**src/rtl/ddr_init_pkg.sv**
```systemverilog
package ddr_init_pkg;

    typedef enum logic [3:0] {
        S_PWRWAIT,
        S_NOPLOW,
        S_CKEUP,
        S_PREA1,
        S_EMRS,
        S_MRSDLL,
        S_PREA2,
        S_REF,
        S_MRSOP,
        S_GAP,
        S_LOCK,
        S_DONE
    } seq_state_e;

    typedef logic [3:0] cmd_t;   // {cs_n, ras_n, cas_n, we_n}

    localparam cmd_t CMD_NOP = 4'b0111;
    localparam cmd_t CMD_PRE = 4'b0010;
    localparam cmd_t CMD_REF = 4'b0001;
    localparam cmd_t CMD_MRS = 4'b0000;

    localparam logic [1:0] BA_STD = 2'b00;
    localparam logic [1:0] BA_EXT = 2'b01;

    localparam int A_ALLBANK = 10;
    localparam int A_DLLRST  = 8;
    localparam int A_DLLDIS  = 0;

endpackage

```
**src/rtl/ddr_init_tmr.sv**
```systemverilog
module ddr_init_tmr #(
    parameter int W = 8,
    parameter logic [W-1:0] RST_VAL = '0
) (
    input  logic         clk,
    input  logic         rst_n,
    input  logic         load,
    input  logic [W-1:0] load_val,
    output logic         zero
);

    logic [W-1:0] cnt_q;

    always_ff @(posedge clk) begin
        if (!rst_n) begin
            cnt_q <= RST_VAL;
        end else if (load) begin
            cnt_q <= load_val;
        end else if (cnt_q != '0) begin
            cnt_q <= cnt_q - W'(1);
        end
    end

    assign zero = (cnt_q == '0);

endmodule

```
**src/rtl/ddr_init_lock.sv**
```systemverilog
module ddr_init_lock #(
    parameter int T_DLL = 200
) (
    input  logic clk,
    input  logic rst_n,
    input  logic clear,
    input  logic start,
    output logic locked
);

    localparam int LW = $clog2(T_DLL + 1);

    logic [LW-1:0] cnt_q;
    logic          armed_q;

    always_ff @(posedge clk) begin
        if (!rst_n || clear) begin
            cnt_q   <= '0;
            armed_q <= 1'b0;
        end else if (start) begin
            cnt_q   <= LW'(1);
            armed_q <= 1'b1;
        end else if (armed_q && cnt_q != LW'(T_DLL)) begin
            cnt_q <= cnt_q + LW'(1);
        end
    end

    assign locked = armed_q && (cnt_q == LW'(T_DLL));

endmodule

```
**src/rtl/ddr_pwrup_seq.sv**
```systemverilog
module ddr_pwrup_seq
    import ddr_init_pkg::*;
#(
    parameter int T_STABLE = 20000,
    parameter int T_NOP    = 4,
    parameter int T_RP     = 3,
    parameter int T_MRD    = 2,
    parameter int T_RFC    = 9,
    parameter int T_DLL    = 200,
    parameter int N_REF    = 2,
    parameter int ADDR_W   = 13,
    parameter logic [ADDR_W-1:0] MODE_VAL  = ADDR_W'('h163),
    parameter logic [ADDR_W-1:0] EMODE_VAL = ADDR_W'('h003)
) (
    input  logic              clk,
    input  logic              rst_n,
    input  logic              pwr_ok,
    input  logic              reinit_req,
    output logic              cke,
    output logic              cs_n,
    output logic              ras_n,
    output logic              cas_n,
    output logic              we_n,
    output logic [1:0]        ba,
    output logic [ADDR_W-1:0] addr,
    output logic              init_done
);

    localparam int ST_W    = $clog2(T_STABLE + 1);
    localparam int GAP_M1  = (T_RP  > T_MRD)  ? T_RP  : T_MRD;
    localparam int GAP_M2  = (T_RFC > T_NOP)  ? T_RFC : T_NOP;
    localparam int GAP_MAX = (GAP_M1 > GAP_M2) ? GAP_M1 : GAP_M2;
    localparam int GAP_W   = $clog2(GAP_MAX + 1);
    localparam int REF_W   = $clog2(N_REF + 1);

    localparam logic [ADDR_W-1:0] AP_BIT  = ADDR_W'(1) << A_ALLBANK;
    localparam logic [ADDR_W-1:0] DLL_BIT = ADDR_W'(1) << A_DLLRST;
    localparam logic [ADDR_W-1:0] DIS_BIT = ADDR_W'(1) << A_DLLDIS;

    seq_state_e        state_q, state_d, ret_q, ret_d;
    logic [REF_W-1:0]  ref_q;
    logic              redo_q;
    logic              gap_load, gap_zero;
    logic [GAP_W-1:0]  gap_val;
    logic              st_load, st_zero;
    logic              dll_locked;
    cmd_t              cmd;

    // power-stable interval counter
    assign st_load = (state_q != S_PWRWAIT) || !pwr_ok;

    ddr_init_tmr #(.W(ST_W), .RST_VAL(ST_W'(T_STABLE - 1))) u_stable_tmr (
        .clk      (clk),
        .rst_n    (rst_n),
        .load     (st_load),
        .load_val (ST_W'(T_STABLE - 1)),
        .zero     (st_zero)
    );

    // shared command-gap counter
    ddr_init_tmr #(.W(GAP_W), .RST_VAL('0)) u_gap_tmr (
        .clk      (clk),
        .rst_n    (rst_n),
        .load     (gap_load),
        .load_val (gap_val),
        .zero     (gap_zero)
    );

    // DLL lock interval, running alongside the rest of the sequence
    ddr_init_lock #(.T_DLL(T_DLL)) u_lock (
        .clk    (clk),
        .rst_n  (rst_n),
        .clear  (state_q == S_PWRWAIT),
        .start  (state_q == S_MRSDLL),
        .locked (dll_locked)
    );

    // next-state logic
    always_comb begin
        state_d  = state_q;
        ret_d    = ret_q;
        gap_load = 1'b0;
        gap_val  = '0;
        unique case (state_q)
            S_PWRWAIT: if (pwr_ok && st_zero) begin
                state_d  = S_NOPLOW;
                gap_load = 1'b1;
                gap_val  = GAP_W'(T_NOP - 1);
            end
            S_NOPLOW:  if (gap_zero) state_d = S_CKEUP;
            S_CKEUP:   state_d = S_PREA1;
            S_PREA1: begin
                state_d  = S_GAP;
                ret_d    = redo_q ? S_MRSDLL : S_EMRS;
                gap_load = 1'b1;
                gap_val  = GAP_W'(T_RP - 2);
            end
            S_EMRS: begin
                state_d  = S_GAP;
                ret_d    = S_MRSDLL;
                gap_load = 1'b1;
                gap_val  = GAP_W'(T_MRD - 2);
            end
            S_MRSDLL: begin
                state_d  = S_GAP;
                ret_d    = S_PREA2;
                gap_load = 1'b1;
                gap_val  = GAP_W'(T_MRD - 2);
            end
            S_PREA2: begin
                state_d  = S_GAP;
                ret_d    = S_REF;
                gap_load = 1'b1;
                gap_val  = GAP_W'(T_RP - 2);
            end
            S_REF: begin
                state_d  = S_GAP;
                ret_d    = (ref_q == REF_W'(N_REF - 1)) ? S_MRSOP : S_REF;
                gap_load = 1'b1;
                gap_val  = GAP_W'(T_RFC - 2);
            end
            S_MRSOP: begin
                state_d  = S_GAP;
                ret_d    = S_LOCK;
                gap_load = 1'b1;
                gap_val  = GAP_W'(T_MRD - 2);
            end
            S_GAP:     if (gap_zero) state_d = ret_q;
            S_LOCK:    if (dll_locked) state_d = S_DONE;
            S_DONE:    if (reinit_req) state_d = S_PREA1;
            default:   state_d = S_PWRWAIT;
        endcase
        if (!pwr_ok) state_d = S_PWRWAIT;
    end

    // state register
    always_ff @(posedge clk) begin
        if (!rst_n) begin
            state_q <= S_PWRWAIT;
            ret_q   <= S_PWRWAIT;
            ref_q   <= '0;
            redo_q  <= 1'b0;
        end else begin
            state_q <= state_d;
            ret_q   <= ret_d;
            if (state_q == S_PREA2)
                ref_q <= '0;
            else if (state_q == S_REF)
                ref_q <= ref_q + REF_W'(1);
            if (state_q == S_PWRWAIT || state_q == S_LOCK)
                redo_q <= 1'b0;
            else if (state_q == S_DONE && reinit_req)
                redo_q <= 1'b1;
        end
    end

    // output decode
    always_comb begin
        cmd       = CMD_NOP;
        ba        = BA_STD;
        addr      = '0;
        cke       = 1'b1;
        init_done = 1'b0;
        unique case (state_q)
            S_PWRWAIT, S_NOPLOW: cke = 1'b0;
            S_PREA1, S_PREA2: begin
                cmd  = CMD_PRE;
                addr = AP_BIT;
            end
            S_EMRS: begin
                cmd  = CMD_MRS;
                ba   = BA_EXT;
                addr = EMODE_VAL & ~DIS_BIT;
            end
            S_MRSDLL: begin
                cmd  = CMD_MRS;
                addr = MODE_VAL | DLL_BIT;
            end
            S_REF:    cmd = CMD_REF;
            S_MRSOP: begin
                cmd  = CMD_MRS;
                addr = MODE_VAL & ~DLL_BIT;
            end
            S_DONE:   init_done = 1'b1;
            default: ;
        endcase
    end

    assign {cs_n, ras_n, cas_n, we_n} = cmd;

endmodule

```
**config.mk**
```make
export PLATFORM = sky130hd
export DESIGN_NAME = ddr_pwrup_seq
export DESIGN_NICKNAME = d
export VERILOG_FILES = /design/src/rtl/ddr_init_pkg.sv /design/src/rtl/ddr_init_tmr.sv /design/src/rtl/ddr_init_lock.sv /design/src/rtl/ddr_pwrup_seq.sv
export SDC_FILE = /design/constraint.sdc
export NUM_CORES = 1
export LEC_CHECK = 0
export ABC_AREA = 1
export BUFFER_PORTS_ARGS = -buffer_cell sky130_fd_sc_hd__buf_2
export CAP_MARGIN = 20
export CORE_ASPECT_RATIO = 1.75
export CORE_MARGIN = 3
export CORE_UTILIZATION = 39
export CTS_BUF_LIST = sky130_fd_sc_hd__clkbuf_16
export DETAILED_ROUTE_END_ITERATION = 10
export PLACE_DENSITY_LB_ADDON = 0.12
export SLEW_MARGIN = 20
export SYNTH_ARGS = -nofsm -noshare
export SYNTH_HDL_FRONTEND = slang
export SYNTH_HIERARCHICAL = 1
export SYNTH_SLANG_ARGS = --single-unit
```
**constraint.sdc**
```tcl
create_clock -name clk -period 2.8 [get_ports clk]
set_clock_uncertainty 0.2 [all_clocks]
set_input_delay 0.84 -clock clk [delete_from_list [all_inputs] [get_ports clk]]
set_output_delay 0.84 -clock clk [all_outputs]
set_load 0.01 [all_outputs]
```
==> flow_summary.yaml <==
outcome:
  status: "finished, final reports clean"
floorplanning:
  ios: 25
  die_h_um: 114.6
  die_area_um2: 7804
  num_rows: 39
  coreArea_um2: 6539
  start_util_pct: 40.22
  die_width_um: 68.08
sta:
  drv_slew: 0
  fmax_ghz: 0.3795
  post-route-period-util_pct: 94.10
  setup_violations: 0
  tns_ns: 0
  period_minus_slack_ns: 2.635
  final-hold-violation-count: 0
  rsz0062_at_grt: "false"
critical_path:
  worstSetupEndpointType: "output pin"
  required_ns: 1.76
  crit_arrival_ns: 1.59
  criticalPathCategory: "reg2out"
  cp_max_fo: 7
  cp-start-kind: "flip-flop"
global_route:
  grt_overflow: 0
  grt_usage_pct: 16.82
  grt_first_pass_wirelength_um: 10120
  antenna_found_initial: 0
  grt_max_degree: 14
  grt_pass1_vias: 2264
logic_synthesis:
  ys_types: 37
  yosysWarnings: 6
  synth_seq_area_share_pct: 29.69
  ys_ff_latch: 39
  avgSynthCellArea_um2: 6.526
  synthesis.area_um2: 2630
  synthCells: 403
pwr:
  ir_drop_uv: 217.2
  power_per_cell_area_nw_per_um2: 526.0
  leakage_nw: 1.436
cells_and_area:
  final_layout_size_suffix_gt1_share_pct: 18.08
  nFillCells: 721
  final_nets: 445
  final_core_util_pct: 45.37
  area_growth_pct: 12.80
  diodes: 0
route:
  vias: 2447
  drt_iter0_markers: 166
  drc: 0
  routed_wl_um: 6023
  first_pass_iters: 4
  post_drt_via_cell_ratio: 4.715
  ant_nets: 0
  wl_per_cell_um: 11.61
cts:
  cts_hold_buffers: 0
  cts_buffers: 5
  cts_setup_buffers: 0
  cts_buffer_depth: 2
  clock_latency_ns: 0.28
  cts_tree: "built"
  htreeDepth: 2
  clk_pin_slew_ns: 0.06
  cts.sinks: 39
  cts-resized-gates: 0
  root_buffer: "clkbuf_16"
place:
  gp_congestion: 0.8201
  portBuffers: 15
  post-dp-hpwl_um: 4685
flow_run:
  drv_cap: 0
worst_hold_path:
  hold_class: "reg2reg"
registers in the layout, summed over array words and instances (netlist names):
name	count
redo_q	1
u_lock/armed_q	1
u_stable_tmr/cnt_q	15
state_q	4
u_lock/cnt_q	8
ret_q	4
u_gap_tmr/cnt_q	4
ref_q	2
routing by layer:
metal	share of wire, %	GRT usage [%]	up-vias
met5	0	0	-
met4	1.7	5.710	0
met3	2.8	2.652	9
met2	55	31.12	34
met1	41	18.57	1105
li1	-	-	1299
worst max-delay path, cell delays in order, from the launching register on:
cell	delay, ns
dfxtp_1	0.58
nor2_1	0.16
nand2_1	0.14
inv_2	0.07
nor2_4	0.16
inv_2	0.05
nand2_1	0.05
buf_2	0.12
final timing paths:
| check | startpoint | to | slack, ns | cells past startpoint |
|---|---|---|---|---|
| max | state_q[2]$_SDFFE_PN0P_ | we_n | 0.17 | 7 |
| min | u_stable_tmr/cnt_q[1]$_SDFFE_PN1P_ | u_stable_tmr/cnt_q[1]$_SDFFE_PN1P_ | 0.29 | 2 |
| max reg2reg | u_stable_tmr/cnt_q[0]$_SDFFE_PN1P_ | u_gap_tmr/cnt_q[3]$_SDFFE_PN0P_ | 0.62 | 12 |
| min reg2reg | u_stable_tmr/cnt_q[1]$_SDFFE_PN1P_ | u_stable_tmr/cnt_q[1]$_SDFFE_PN1P_ | 0.29 | 2 |
cells in the final DEF (no fill, tap or decap), types with 2 or more instances in the layout:
| master | Yosys | final |
|---|---|---|
| a21oi_1 | 29 | 29 |
| buf_2 | 1 | 15 |
| buf_4 | 11 | 3 |
| clkbuf_16 | 0 | 5 |
| conb_1 | 2 | 25 |
| dfxtp_1 | 39 | 39 |
| ha_1 | 5 | 5 |
| inv_1 | 45 | 45 |
| inv_2 | 16 | 16 |
| nand2_1 | 91 | 91 |
| nand2_2 | 9 | 9 |
| nand2_4 | 5 | 5 |
| nand3_1 | 32 | 32 |
| nand4_1 | 6 | 6 |
| nor2_1 | 52 | 52 |
| nor2_2 | 8 | 8 |
| nor2_4 | 5 | 5 |
| nor2_8 | 2 | 2 |
| nor3_2 | 3 | 3 |
| o211ai_1 | 3 | 3 |
| o21ai_0 | 9 | 9 |
| o21ai_1 | 8 | 8 |
| xor2_1 | 6 | 6 |
cell type report:
class	count	area, um2	area share, %
clock buffer	5	125.1	4.218
clock inverter	3	38.79	1.307
inverter	61	229.0	7.718
multi-input combinational	311	1593	53.69
sequential	39	780.7	26.32
tap	82	102.6	3.458
timing repair buffer	18	97.59	3.290
kinds of logic after synthesis:
| logic type | after synthesis | synth area share [%] |
|---|---|---|
| XOR/XNOR | 6 | 1.998 |
| AND/OR/NAND/NOR | 219 | 40.91 |
| flip-flops | 39 | 29.69 |
| buffers and inverters | 76 | 13.03 |
| adder cells (fa/ha/maj) | 5 | 2.379 |
| AO/OA/AOI/OAI | 56 | 11.70 |
| other | 2 | 0.2855 |
per-stage QoR:
stage | hold WS, ns | instance area [um2] | instances | total power [mW] | setup slack [ns]
2_1_floorplan | 0.2431 | 2716 | 426 | 0.8717 | 0.4882
3_3_place_gp | 0.2766 | 2803 | 511 | 0.9235 | 0.5010
3_5_place_dp | 0.2832 | 2803 | 511 | 0.9254 | 0.4710
4_1_cts | 0.2949 | 2967 | 519 | 1.582 | 0.1562
5_1_grt | 0.3150 | 2967 | 519 | 1.664 | 0.04880
6_report | 0.2875 | 2967 | 519 | 1.560 | 0.1651
Yosys cell counts:
library cell,instances,area (um2)
conb_1,2,7.510
o21ai_2,1,8.760
a21oi_1,29,145.1
nand3_4,1,17.52
o21ai_1,8,40.04
nand2_2,9,56.30
nor2_2,8,50.05
dfxtp_1,39,780.8
o21ai_0,9,45.04
or2_0,1,6.260
nand4_1,6,37.54
o21a_1,1,7.510
clkbuf_1,1,3.750
and3_1,1,6.260
nand3_2,1,10.01
nor2_1,52,195.2
a31o_2,1,8.760
nor3_2,3,30.03
nor2_4,5,56.30
inv_2,16,60.06
nand2_1,91,341.6
nand2_4,5,56.30
nand3_1,32,160.2
buf_2,1,5.000
a31oi_1,1,6.260
a21oi_2,1,8.760
o211ai_1,3,22.52
nor2_8,2,40.04
ha_1,5,62.56
a211oi_1,1,7.510
or2_2,1,6.260
and2_1,1,6.260
buf_4,11,82.58
xor2_1,6,52.55
o21bai_1,1,7.510
inv_1,45,168.9
buf_6,2,22.52
report_power, final:
part           total [mW]  leakage [nW]  internal [mW]  switching (mW)
sequential          0.633         0.319          0.597          0.0358
combinational       0.282          1.04          0.102           0.180
clock               0.646        0.0812          0.416           0.230
(Power assumes the default switching activity.)
